==> config.mk <==
export PLATFORM = sky130hd
export DESIGN_NAME = fbb_qualifier
export DESIGN_NICKNAME = d
export VERILOG_FILES = /design/src/rtl/fbb_pkg.sv /design/src/rtl/fbb_regs.sv /design/src/rtl/fbb_window_match.sv /design/src/rtl/fbb_cfg_view.sv /design/src/rtl/fbb_qualifier.sv
export SDC_FILE = /design/constraint.sdc
export NUM_CORES = 1
export LEC_CHECK = 0
export ABC_AREA = 1
export ABC_CLOCK_PERIOD_IN_PS = 1100
export BUFFER_PORTS_ARGS = -buffer_cell sky130_fd_sc_hd__buf_2
export CAP_MARGIN = 20
export CORE_UTILIZATION = 45
export CTS_CLUSTER_DIAMETER = 80
export DETAILED_ROUTE_END_ITERATION = 10
export PLACE_DENSITY = 0.8
export SYNTH_ARGS = -nofsm -noshare
export SYNTH_HDL_FRONTEND = slang
export SYNTH_SLANG_ARGS = --single-unit
==> constraint.sdc <==
create_clock -name clk -period 1.1 [get_ports clk]
set_input_delay 0.055 -clock clk [delete_from_list [all_inputs] [get_ports clk]]
set_output_delay 0.055 -clock clk [all_outputs]
set_load 0.005 [all_outputs]
==> src/rtl/fbb_pkg.sv <==
package fbb_pkg;
  localparam int FIELD_W = 16;
  localparam int REG_W   = 2 * FIELD_W;

  // processor byte offsets
  localparam logic [7:0] CPU_OFF_MASK  = 8'h08;
  localparam logic [7:0] CPU_OFF_BASE0 = 8'h0C;
  localparam logic [7:0] CPU_OFF_BASE1 = 8'h10;

  // configuration byte addresses answered in satellite mode
  localparam logic [7:0] CFG_OFF_CLASS  = 8'h08;
  localparam logic [7:0] CFG_OFF_SUBSYS = 8'h2C;

  typedef struct packed {
    logic [FIELD_W-1:0] win;  // mask or base
    logic [FIELD_W-1:0] id;   // identification field
  } fbb_reg_t;

  function automatic logic window_match(input logic [FIELD_W-1:0] a_hi,
                                        input logic [FIELD_W-1:0] mask,
                                        input logic [FIELD_W-1:0] base);
    return ((a_hi & mask) == base);
  endfunction
endpackage

==> src/rtl/fbb_regs.sv <==
module fbb_regs
  import fbb_pkg::*;
(
  input  logic             clk,
  input  logic             rst_n,
  input  logic             wr_en,
  input  logic             rd_en,
  input  logic [7:0]       addr,
  input  logic [REG_W-1:0] wdata,
  output logic [REG_W-1:0] rdata,
  output fbb_reg_t         r_mask,
  output fbb_reg_t         r_base0,
  output fbb_reg_t         r_base1
);
  logic wr_mask, wr_base0, wr_base1, wr_any;
  logic [REG_W-1:0] rd_mux;

  assign wr_mask  = wr_en && (addr == CPU_OFF_MASK);
  assign wr_base0 = wr_en && (addr == CPU_OFF_BASE0);
  assign wr_base1 = wr_en && (addr == CPU_OFF_BASE1);
  assign wr_any   = wr_mask || wr_base0 || wr_base1;

  always_ff @(posedge clk) begin
    if (!rst_n) begin
      r_mask  <= '0;
      r_base0 <= '0;
      r_base1 <= '0;
    end else begin
      if (wr_mask)  r_mask  <= fbb_reg_t'(wdata);
      if (wr_base0) r_base0 <= fbb_reg_t'(wdata);
      if (wr_base1) r_base1 <= fbb_reg_t'(wdata);
    end
  end

  always_comb begin
    unique case (addr)
      CPU_OFF_MASK:  rd_mux = r_mask;
      CPU_OFF_BASE0: rd_mux = r_base0;
      CPU_OFF_BASE1: rd_mux = r_base1;
      default:       rd_mux = '0;
    endcase
  end

  always_ff @(posedge clk) begin
    if (!rst_n)     rdata <= '0;
    else if (rd_en) rdata <= rd_mux;
  end

  // a decoded write lands the full word
  p_wr_lands_r2: assert property (@(posedge clk) disable iff (!rst_n)
    wr_mask |=> (r_mask == $past(wdata)));
  // without a decoded write no register moves
  p_regs_hold_r2: assert property (@(posedge clk) disable iff (!rst_n)
    !wr_any |=> ($stable(r_mask) && $stable(r_base0) && $stable(r_base1)));
  // read data holds between reads
  p_rdata_hold_r3: assert property (@(posedge clk) disable iff (!rst_n)
    !rd_en |=> $stable(rdata));
endmodule

==> src/rtl/fbb_window_match.sv <==
module fbb_window_match
  import fbb_pkg::*;
#(
  parameter int ADDR_W  = 32,
  parameter int NUM_WIN = 2
) (
  input  logic [ADDR_W-1:0]               acc_addr,
  input  logic [FIELD_W-1:0]              mask,
  input  logic [NUM_WIN-1:0][FIELD_W-1:0] bases,
  output logic [NUM_WIN-1:0]              hit
);
  localparam int HI_LSB = ADDR_W - FIELD_W;

  logic [FIELD_W-1:0] addr_hi;
  logic               unused_addr_lo;

  assign addr_hi        = acc_addr[ADDR_W-1:HI_LSB];
  assign unused_addr_lo = ^acc_addr[HI_LSB-1:0];

  for (genvar w = 0; w < NUM_WIN; w++) begin : g_win
    assign hit[w] = window_match(addr_hi, mask, bases[w]);
  end

  // a window whose base has bits outside the mask can never match
  always_comb begin
    for (int w = 0; w < NUM_WIN; w++)
      if ((bases[w] & ~mask) != '0)
        p_unreachable_base_r4: assert (!hit[w]);
  end
endmodule

==> src/rtl/fbb_cfg_view.sv <==
module fbb_cfg_view
  import fbb_pkg::*;
(
  input  logic               clk,
  input  logic               rst_n,
  input  logic               rd_en,
  input  logic [7:0]         addr,
  input  logic               satellite,
  input  logic [FIELD_W-1:0] class_hi,
  input  logic [7:0]         class_sub,
  input  logic [7:0]         rev_id,
  input  logic [FIELD_W-1:0] svid,
  input  logic [FIELD_W-1:0] subid,
  output logic [REG_W-1:0]   rdata,
  output logic               claim
);
  logic             sel_class, sel_subsys, owned;
  logic [REG_W-1:0] view;

  assign sel_class  = (addr == CFG_OFF_CLASS);
  assign sel_subsys = (addr == CFG_OFF_SUBSYS);
  assign owned      = satellite && (sel_class || sel_subsys);

  always_comb begin
    view = '0;
    if (satellite) begin
      if (sel_class)  view = {class_hi, class_sub, rev_id};
      if (sel_subsys) view = {subid, svid};
    end
  end

  always_ff @(posedge clk) begin
    if (!rst_n) begin
      rdata <= '0;
      claim <= 1'b0;
    end else begin
      claim <= rd_en && owned;
      if (rd_en) rdata <= view;
    end
  end

  // a claim only follows a read made in satellite mode
  p_claim_src_r8: assert property (@(posedge clk) disable iff (!rst_n)
    claim |-> ($past(rd_en) && $past(satellite)));
  // an unowned read returns zero data
  p_unowned_zero_r8: assert property (@(posedge clk) disable iff (!rst_n)
    (rd_en && !owned) |=> (rdata == '0 && !claim));
endmodule

==> src/rtl/fbb_qualifier.sv <==
module fbb_qualifier
  import fbb_pkg::*;
#(
  parameter int ADDR_W  = 32,
  parameter int NUM_WIN = 2
) (
  input  logic              clk,
  input  logic              rst_n,
  input  logic              cpu_wr_en,
  input  logic              cpu_rd_en,
  input  logic [7:0]        cpu_addr,
  input  logic [31:0]       cpu_wdata,
  output logic [31:0]       cpu_rdata,
  input  logic              fbb_enable,
  input  logic              acc_valid,
  input  logic [ADDR_W-1:0] acc_addr,
  output logic [NUM_WIN-1:0] win_hit,
  output logic              fbb_ok,
  input  logic              satellite_mode,
  input  logic              cfg_rd_en,
  input  logic [7:0]        cfg_addr,
  input  logic [7:0]        class_sub,
  input  logic [7:0]        rev_id,
  output logic [31:0]       cfg_rdata,
  output logic              cfg_claim
);
  fbb_reg_t r_mask, r_base0, r_base1;
  logic [NUM_WIN-1:0][FIELD_W-1:0] bases;
  logic any_hit;

  fbb_regs u_regs (
    .clk(clk), .rst_n(rst_n), .wr_en(cpu_wr_en), .rd_en(cpu_rd_en),
    .addr(cpu_addr), .wdata(cpu_wdata), .rdata(cpu_rdata),
    .r_mask(r_mask), .r_base0(r_base0), .r_base1(r_base1)
  );

  // window i takes its base from the i-th register after the mask
  for (genvar w = 0; w < NUM_WIN; w++) begin : g_base
    if (w == 0) begin : g_b0
      assign bases[w] = r_base0.win;
    end else begin : g_b1
      assign bases[w] = r_base1.win;
    end
  end

  fbb_window_match #(.ADDR_W(ADDR_W), .NUM_WIN(NUM_WIN)) u_match (
    .acc_addr(acc_addr), .mask(r_mask.win), .bases(bases), .hit(win_hit)
  );

  assign any_hit = |win_hit;
  assign fbb_ok  = acc_valid && fbb_enable && any_hit;

  fbb_cfg_view u_cfg (
    .clk(clk), .rst_n(rst_n), .rd_en(cfg_rd_en), .addr(cfg_addr),
    .satellite(satellite_mode), .class_hi(r_mask.id), .class_sub(class_sub),
    .rev_id(rev_id), .svid(r_base0.id), .subid(r_base1.id),
    .rdata(cfg_rdata), .claim(cfg_claim)
  );

  // the enable bit gates every qualification
  p_gate_r5: assert property (@(posedge clk) disable iff (!rst_n)
    !fbb_enable |-> !fbb_ok);
  // qualification needs a live access
  p_valid_r5: assert property (@(posedge clk) disable iff (!rst_n)
    fbb_ok |-> (acc_valid && $countones(win_hit) > 0));
endmodule

==> results of run 1 <==
-- cells in the final DEF (no fill, tap or decap), drive strengths merged --
cell / synthesis / final
dlygate4sd3: 0 / 48
and2: 1 / 1
o21ai: 148 / 148
nand4: 2 / 2
nor3: 2 / 2
a21oi: 106 / 106
dfxtp: 161 / 161
nor2: 99 / 99
bufinv: 0 / 5
and2b: 1 / 1
clkbuf: 37 / 17
nor2b: 1 / 1
or2: 1 / 1
nand3b: 2 / 2
inv: 85 / 90
diode: 0 / 1
buf: 38 / 251
nand3: 186 / 186
nand2: 217 / 217
xnor2: 1 / 1
clkinv: 1 / 6
-- through the flow --
stage	setup TNS [ns]	hold slack (ns)	setup WS (ns)
finish	-1.87	0.0315	-0.681
global route	-2.12	0.0353	-0.793
CTS	-1.65	0.000367	-0.622
detailed placement	-32.52	0.337	-0.288
global placement	-25.23	0.323	-0.220
floorplan	-0.0993	0.184	-0.0261
-- state kept, by name, summed over array words and instances (netlist names) --
register        cells
u_regs.r_mask      32
u_regs.r_base0     32
u_regs.r_base1     32
u_cfg.claim         1
u_regs.rdata       32
u_cfg.rdata        32
-- power by group through the flow --
stage | combinational, uW | clock [uW] | sequential (uW)
final | 905 | 6620 | 5830
after global routing | 971 | 6860 | 5820
after CTS | 868 | 6640 | 5840
after detailed placement | 728 | 0 | 5970
after global placement | 718 | 0 | 5970
after floorplan | 336 | 0 | 5970
-- cell families after synthesis --
| logic type | Yosys count | synth area share (%) |
|---|---|---|
| AND/OR/NAND/NOR | 512 | 29.9 |
| AO/OA/AOI/OAI | 254 | 17.1 |
| flip-flops | 161 | 43.4 |
| buffers and inverters | 161 | 9.51 |
| XOR/XNOR | 1 | 0.118 |
-- area by class of cell --
class,instances,area share [%]
diodes,1,0.0241
clock buffers,17,4.10
clock inverters,15,2.19
inverters,86,3.11
multi-input cells,767,35.2
flip-flops and latches,161,31.6
well taps,216,2.61
repair buffers,299,21.2
-- routing by layer --
metal  share of wire [%]  up-vias
met5                   0        -
met4                 3.3        0
met3                 9.0       83
met2                  48      429
met1                  40     3875
li1                    -     4090
-- critical path, stage by stage (launching register included) --
cell     delay [ns]
dfxtp_4        0.37
buf_6          0.12
nand3_4        0.06
nand2_2        0.05
nor2_2         0.09
nand2_1        0.09
nor2_1         0.14
nand2_1        0.11
a21oi_2        0.13
buf_2          0.12
-- worst max path at each step --
stage,startpoint,to,slack [ns],cells past startpoint
detailed placement,cpu_addr[1],u_regs.r_base0[1],-0.29,7
CTS,u_regs.r_mask[30],fbb_ok,-0.62,9
floorplan,cpu_addr[1],u_regs.r_base1[2],-0.03,8
finish,u_regs.r_mask[30],fbb_ok,-0.68,9
global route,u_regs.r_mask[27],fbb_ok,-0.79,9
global placement,cpu_addr[1],u_regs.r_mask[1],-0.22,7
-- what timing repair did --
| action | CTS | global route |
|---|---|---|
| resized for setup | 15 | 67 |
| endpoints found under the setup margin | 3 | 3 |
| pin swaps | 8 | 20 |
| buffers inserted | 4 | 0 |
| endpoints found under the hold margin | 111 | 0 |
| hold buffers | 48 | 0 |
==> out/results.ini, run 1 <==
[finish]
final_util_pct=64.8
stdcell_count=1562
nFillCells=1334
area_delta_synth_final_pct=39.4
multi_input_area_sq_um=3640
fin_nets=1436
layout-drive-gt1-share_pct=27.2
final_area_sq_um=10400
seqCellArea_sq_um=3280

[pwr]
p_seq_share_pct=43.7
p_per_area_nw_per_um2=1290
power.switching_uw=3070
internal_power_uw=10300
leakagePower_uw=0.00444
power_frac_clock_pct=49.6
fin_total_pwr_uw=13300
combinationalPowerShare_pct=6.8
worst_ir_drop_vdd_mv=1.35
switching_share_pct=23.0

[logic_synthesis]
syn_nets=1193
synth_area_per_cell_sq_um=6.83
synth_seq_area_share_pct=43.4
netlist_top_cells_count=nand2_1, nand3_1, dfxtp_1, o21ai_0, a21oi_1
synth_edf_count=0
netlist_instances=1089
yosysTopAreaCell=dfxtp_1
ys_warn_count=0
synth.top_cell.area_share_pct=43.4
synth.ff_latch_count=161
synth_cell_type_count=27
async_reset_ff_share_pct=0
synth_area_sq_um=7430
synth_area_leaders=dfxtp_1, nand3_1, nand2_1
yosysMostFrequentCell=nand2_1
synth_flop_cell=dfxtp_1

[placed_design]
hpwlAfterDp_mm=15.6
portBuffers=155
dp.cells=1477
gp_congestion=0.889
placed_area_sq_um=9010

[routing]
vias=8477
dr.first_iter.drc_count=762
drc=0
routedWlPerCell_um=15.9
ant_nets=0
firstDrtPassIters=6
wirelength_mm=24.9
vias_per_cell=5.43

[worst_setup_path]
end_kind=output port
reg2regPathDepth=6
worst_setup_path_start_kind=register
critPathKind=reg2out
required_ns=1.04
reg2reg_to=u_regs.rdata[30]
r2r_start=u_regs.r_mask[30]
crit_fanout=4
r2r_setup_slack_ns=0.10
arrival_ns=1.73

[floorplanning]
fp.dieW_um=131
ios=172
die_h_um=131
std_cell_rows=46
die_area_sq_um=17000
core_sq_um=16000
start_util_pct=46.5

[global_routing]
grt_pass1_wl_mm=38.3
grt_overflow=0
track_usage_pct=29.2
top_usage_layer=met2
grt_pass1_vias=7723
grt_util_met3_pct=6.72
antenna_found_initial=1
grt_util_met1_pct=36.2
grt_max_degree=64
grt_util_met2_pct=48.3

[worst_hold_path]
hp-class=in2reg
hp-start=rst_n
hold_path_depth=3
hold_end=u_regs.r_base1[5]

[status]
outcome=complete, but fails checks
violations=setup timing

[cts]
clock_latency_ns=0.44
cts_made_buffers=17
cts.path.max_buffers=2
root_buffer=clkbuf_16
cts_tree=yes
clkTransAtPathRegs_ns=0.06
cts_sinks=161
htree_levels=4

[sta]
finalClockSkew_ns=0.00500
period_share_pct=162
rsz0062_at_grt=yes
slew_violations=0
min_period_ns=1.78
max_freq_mhz=561
tightest_slew_ns=0.304
setup_viol=3
setup_ws_ns=-0.681
relSlewSlack_pct=79.7
hold_viol_final=0

[flow_run]
maxCapViolCount=0

(Power assumes the default switching activity.)
==> inputs of run 2 (changes only) <==
--- a/config.mk
+++ b/config.mk
@@ -5,7 +5,6 @@
 export SDC_FILE = /design/constraint.sdc
 export NUM_CORES = 1
 export LEC_CHECK = 0
-export ABC_AREA = 1
 export ABC_CLOCK_PERIOD_IN_PS = 1100
 export BUFFER_PORTS_ARGS = -buffer_cell sky130_fd_sc_hd__buf_2
 export CAP_MARGIN = 20
==> out/results.ini, run 2 <==
[status]
outcome=complete, but fails checks
violations=setup timing

[sta]
setup_ws_ns=-0.832  ; -0.150 ns
rsz0062_at_grt=yes
tightest_slew_ns=0.479  ; +0.175 ns
max_freq_mhz=518  ; -7.8%
slew_violations=0  ; unchanged
hold_viol_final=0  ; unchanged
finalClockSkew_ns=0.0146  ; +0.00959 ns
min_period_ns=1.93  ; +0.150 ns
setup_viol=134  ; +131
period_share_pct=176  ; +14 points
relSlewSlack_pct=68.0  ; -12 points
setup_tns_ns=-23.12  ; -21.26 ns

[worst_setup_path]
max_stage_delay_ns=0.37  ; about the same
r2r_start=u_regs.r_mask[6]
crit_fanout=3  ; -1
required_ns=1.04  ; about the same
worst_setup_path_start_kind=register
critPathKind=reg2out
arrival_ns=1.88  ; +0.15 ns
cp_cell_sequence=nand2_4, xor2_2, nand4_1, nor4_4, o211a_1, buf_2
crit_start=u_regs.r_mask[28]
crit_path_top_delay_cell=dfxtp_2
end_kind=output port

[placed_design]
hpwlAfterDp_mm=14.7  ; -6.0%
portBuffers=155  ; unchanged
gp_congestion=0.816  ; -8.2%
dp.cells=1283  ; -13%
placed_area_sq_um=9020  ; about the same

[pwr]
p_per_area_nw_per_um2=1130  ; -13%
worst_ir_drop_vdd_mv=1.18  ; -13%
leakagePower_uw=0.00481  ; +8.4%

[routing]
routedWlPerCell_um=22.2  ; +39%
drc=0  ; unchanged
vias=8252  ; -2.7%
ant_nets=0  ; unchanged
firstDrtPassIters=6  ; unchanged
wirelength_mm=30.9  ; +24%
dr.first_iter.drc_count=1017  ; +33%
vias_per_cell=5.93  ; +9.2%

[worst_hold_path]
hp-start=rev_id[3]
hp-class=in2reg

[logic_synthesis]
synth_area_per_cell_sq_um=8.24  ; +21%
synth_cell_type_count=35  ; +30%
synth.top_cell.area_share_pct=43.9  ; +0.59 points
netlist_top_cells_count=nand2_1, dfxtp_1, a21boi_0, clkbuf_1, a22oi_1
synth_area_leaders=dfxtp_1, nand2_1, a21boi_0
yosysMostFrequentCell=nand2_1
synth_area_sq_um=7330  ; -1.3%
synth.ff_latch_count=161  ; unchanged
netlist_instances=890  ; -18%
ys_warn_count=0  ; unchanged
synth_edf_count=0  ; unchanged
synth_flop_cell=dfxtp_1
yosysTopAreaCell=dfxtp_1
syn_nets=994  ; -17%
synth_seq_area_share_pct=43.9  ; +0.59 points
async_reset_ff_share_pct=0  ; unchanged

[global_routing]
grt_pass1_wl_mm=38.9  ; +1.8%
grt_pass1_vias=7387  ; -4.4%
track_usage_pct=30.7  ; +1.5 points
grt_overflow=0  ; unchanged
antenna_found_initial=2  ; +1
grt_max_degree=64  ; unchanged

[cts]
htree_levels=4  ; unchanged
clkTransAtPathRegs_ns=0.07  ; about the same
cts.path.max_buffers=2  ; unchanged
cts_sinks=161  ; unchanged
root_buffer=clkbuf_16
cts_tree=yes
clock_latency_ns=0.44  ; about the same
cts_made_buffers=17  ; unchanged

[finish]
multi_input_area_sq_um=4850  ; +33%
seqCellArea_sq_um=3240  ; -1.2%
layout-drive-gt1-share_pct=45.5  ; +18 points
fin_nets=1265  ; -12%
stdcell_count=1392  ; -11%
layout_common_cells=buf_2, dfxtp_1, nand2_1
area_delta_synth_final_pct=58.2
final_util_pct=73.0  ; +8.3 points
nFillCells=967  ; -28%
final_common_cell=buf_2
final_area_sq_um=11600  ; +12%

[floorplanning]
core_sq_um=15900  ; -0.72%
die_area_sq_um=16800  ; -1.3%
die_h_um=130  ; -0.67%
ios=172  ; unchanged
fp.dieW_um=130  ; -0.67%
std_cell_rows=46  ; unchanged
start_util_pct=46.2  ; -0.29 points

[flow_run]
maxCapViolCount=0  ; unchanged

==> run 2: path summary, 6_finish.rpt <==
check | cells after the start | end | slack, ns
max | 6 | fbb_ok | -0.83
min | 4 | u_cfg.rdata[3] | 0.03
max reg2reg | 4 | u_regs.rdata[6] | -0.09
min reg2reg | 2 | u_cfg.rdata[18] | 0.47
==> run 2: cell families after synthesis <==
logic type	count (synthesis)	synth area share, %
and+or+nand+nor	353	22.2
AOI/OAI and AO/OA	240	22.8
DFF	161	43.9
buffers and inverters	85	4.62
xor gates and xnor gates	32	3.82
muxes	19	2.59
==> run 2: power breakdown <==
group	leakage [uW]	internal [uW]	total (uW)	switching, uW
registers	0.00130	5830	5830	4.66
logic	0.00321	455	1010	550
clock network	0.000297	3490	6220	2730
==> run 2: routing by layer <==
metal	part of all wire (%)	global-route usage, %
met4	5.6	14.6
met2	47	50.8
met3	11	8.18
met1	36	37.0
met5	0	0
==> run 2: worst max-delay path, delay by kind of cell, from the launching register on <==
kind / cells / cell delay [ns]
and+or+nand+nor: 3 / 0.61
buffers and inverters: 1 / 0.10
DFF: 1 / 0.37
xor gates and xnor gates: 1 / 0.16
AOI/OAI and AO/OA: 1 / 0.19
==> run 2: metrics by stage <==
stage	power (uW)	setup slack (ns)	hold WS (ns)
floorplan	6270	-0.375	0.187
global placement	6670	-0.486	0.322
detailed placement	6680	-0.549	0.326
CTS	12900	-0.792	0.0148
global route	13400	-0.927	0.0487
finish	13100	-0.832	0.0342
==> run 2: layout make-up <==
class	count	area share, %
clock inverter	14	1.48
tap	216	2.33
sequential	161	27.9
inverter	14	0.453
timing repair buffer	317	22.2
multi-input combinational	650	41.8
clock buffer	18	3.78
antenna	2	0.0431
==> run 2: timing repair <==
item | 4_1_cts | 5_1_grt
setup buffers | 6 | 12
endpoints found under the setup margin | 58 | 160
pin swaps | 27 | 209
cloned | 10 | 10
gates resized for setup | 42 | 298
hold buffers | 42 | 0
endpoints found under the hold margin | 106 | 0
==> inputs of run 3 (changes only) <==
--- a/config.mk
+++ b/config.mk
@@ -11,6 +11,7 @@
 export CORE_UTILIZATION = 45
 export CTS_CLUSTER_DIAMETER = 80
 export DETAILED_ROUTE_END_ITERATION = 10
+export GPL_ROUTABILITY_DRIVEN = 0
 export PLACE_DENSITY = 0.8
 export SYNTH_ARGS = -nofsm -noshare
 export SYNTH_HDL_FRONTEND = slang
==> constraint.sdc (replaced) <==
create_clock -name clk -period 1.1 [get_ports clk]
set_input_delay 0.055 -clock clk [delete_from_list [all_inputs] [get_ports clk]]
set_output_delay 0.055 -clock clk [all_outputs]
set_load 0.1 [all_outputs]
==> out/results.ini, run 3 (synthesis gave the netlist of run 2 again) <==
[finish]
layout_common_cells=nand2_1, buf_4, buf_2
layout-drive-gt1-share_pct=56.6  ; +11 points
final_common_cell=nand2_1
fin_nets=1282  ; +1.3%
stdcell_count=1407  ; +1.1%
area_delta_synth_final_pct=80.6
diodes=0  ; -2
final_util_pct=83.4  ; +10 points

[worst_setup_path]
required_ns=1.04  ; about the same
r2r_setup_slack_ns=-0.51  ; -0.42 ns
crit_path_top_delay_cell=xor2_1
cp_cell_sequence=nand2_2, xor2_1, nand4_1, nor4_4, o211a_4, buf_12
cp_top_family=simple AND/OR/NAND/NOR gates
end_kind=output port
crit_fanout=2  ; -1
arrival_ns=2.32  ; +0.44 ns
crit_buf_inv=1  ; unchanged
critPathKind=reg2out
worst_setup_path_start_kind=register
max_stage_delay_ns=0.47  ; +0.10 ns
reg2regPathDepth=4  ; unchanged
reg2reg_to=u_regs.rdata[9]
r2r_start=u_regs.r_base1[9]

[routing]
dr.first_iter.drc_count=1305  ; +28%
vias_per_cell=6.54  ; +10%
ant_nets=0  ; unchanged
vias=9207  ; +12%
drc=0  ; unchanged
routedWlPerCell_um=28.6  ; +29%
wirelength_mm=40.2  ; +30%
firstDrtPassIters=8  ; +2

[floorplanning]
std_cell_rows=46  ; unchanged
core_sq_um=15900  ; unchanged
die_area_sq_um=16800  ; unchanged
fp.dieW_um=130  ; unchanged
die_h_um=130  ; unchanged
start_util_pct=46.2  ; unchanged
ios=172  ; unchanged

[global_routing]
grt_pass1_wl_mm=44.9  ; +15%
grt_overflow=0  ; unchanged
grt_pass1_vias=8518  ; +15%
antenna_found_initial=2  ; unchanged
track_usage_pct=35.7  ; +5.0 points
grt_max_degree=50  ; -22%

[placed_design]
hpwlAfterDp_mm=16.3  ; +11%
portBuffers=155  ; unchanged
dp.cells=1295  ; +0.94%

[worst_hold_path]
hp-class=in2reg
hold_end=u_cfg.rdata[3]
hp-start=rev_id[3]
hold_path_depth=4  ; unchanged

[pwr]
p_per_area_nw_per_um2=994  ; -12%
worst_ir_drop_vdd_mv=1.07  ; -8.9%
leakagePower_uw=0.00515  ; +7.1%

[status]
violations=setup timing
outcome=complete, but fails checks

[sta]
whs_ns=0.0318  ; -0.00241 ns
relSlewSlack_pct=44.1  ; -24 points
setup_viol=157  ; +17%
setup_ws_ns=-1.27  ; -0.442 ns
finalClockSkew_ns=0.0133  ; -0.00127 ns
period_share_pct=216  ; +40 points
min_period_ns=2.37  ; +0.442 ns
max_freq_mhz=421  ; -19%
tightest_slew_ns=0.838  ; +0.359 ns
rsz0062_at_grt=yes
hold_viol_final=0  ; unchanged
slew_violations=0  ; unchanged
setup_tns_ns=-43.04  ; -19.91 ns

[cts]
htree_levels=4  ; unchanged
clkTransAtPathRegs_ns=0.07  ; about the same
root_buffer=clkbuf_16
clock_latency_ns=0.45  ; about the same
cts.path.max_buffers=2  ; unchanged
cts_tree=yes
cts_sinks=161  ; unchanged
cts_made_buffers=17  ; unchanged

[flow_run]
maxCapViolCount=0  ; unchanged

-- run 3: cell types whose count changed in the layout (fill, tap and decap cells not counted), moves of 16 or more --
cell	previous run	this run
buf_2	152	83
dfxtp_1	148	80
dfxtp_2	13	76
buf_12	22	81
a21boi_2	40	56
-- run 3: how the worst max path moves through the flow --
stage | start | slack, ns | to | cells after the start
finish | u_regs.r_mask[20] | -1.27 | fbb_ok | 6
global placement | u_regs.r_mask[21] | -0.52 | fbb_ok | 6
floorplan | u_regs.r_mask[17] | -1.31 | fbb_ok | 5
detailed placement | u_regs.r_mask[21] | -0.55 | fbb_ok | 6
CTS | u_regs.r_mask[21] | -0.96 | fbb_ok | 6
global route | u_regs.r_mask[20] | -1.25 | fbb_ok | 6
-- run 3: layout make-up --
cell class              instances  area, sq um
well taps                     216          270
clock buffers                  17          425
clock inverters                15          169
multi-input cells             647         5140
fillers                       716         2640
repair buffers                337         3850
inverters                      14         52.6
flip-flops and latches        161         3340
-- run 3: per-layer routing --
layer  GRT usage [%]  routed length, um  part of all wire (%)
met5               0                 58                  0.14
met4            24.4               4020                    10
met3            9.91               5780                    14
met2            59.4              17600                    44
met1            39.8              12800                    32
-- run 3: repair_timing --
item / CTS / global route
hold buffers: 43 / 0
buffers inserted: 12 / 8
pin swaps: 116 / 137
setup endpoints to repair: 75 / 177
gates resized for setup: 140 / 302
gates cloned: 18 / 3
hold endpoints to repair: 111 / 0
-- run 3: where the power goes --
part	internal, uW	switching [uW]	leakage [uW]	total, uW
registers	5810	6.03	0.00134	5820
logic	493	664	0.00353	1160
clock network	3230	2960	0.000281	6190
-- run 3: worst min-delay path, stage by stage --
cell,delay [ns]
buf_2,0.09
a22oi_1,0.08
o22ai_2,0.11
and2_1,0.12
-- run 3: metrics by stage --
stage	setup WS [ns]	power (uW)	cell area, sq um
6_report	-1.27	13200	13200
5_1_grt	-1.25	13300	13200
4_1_cts	-0.964	12700	12000
3_5_place_dp	-0.552	6740	10100
3_3_place_gp	-0.522	6730	10100
2_1_floorplan	-1.31	6300	7620
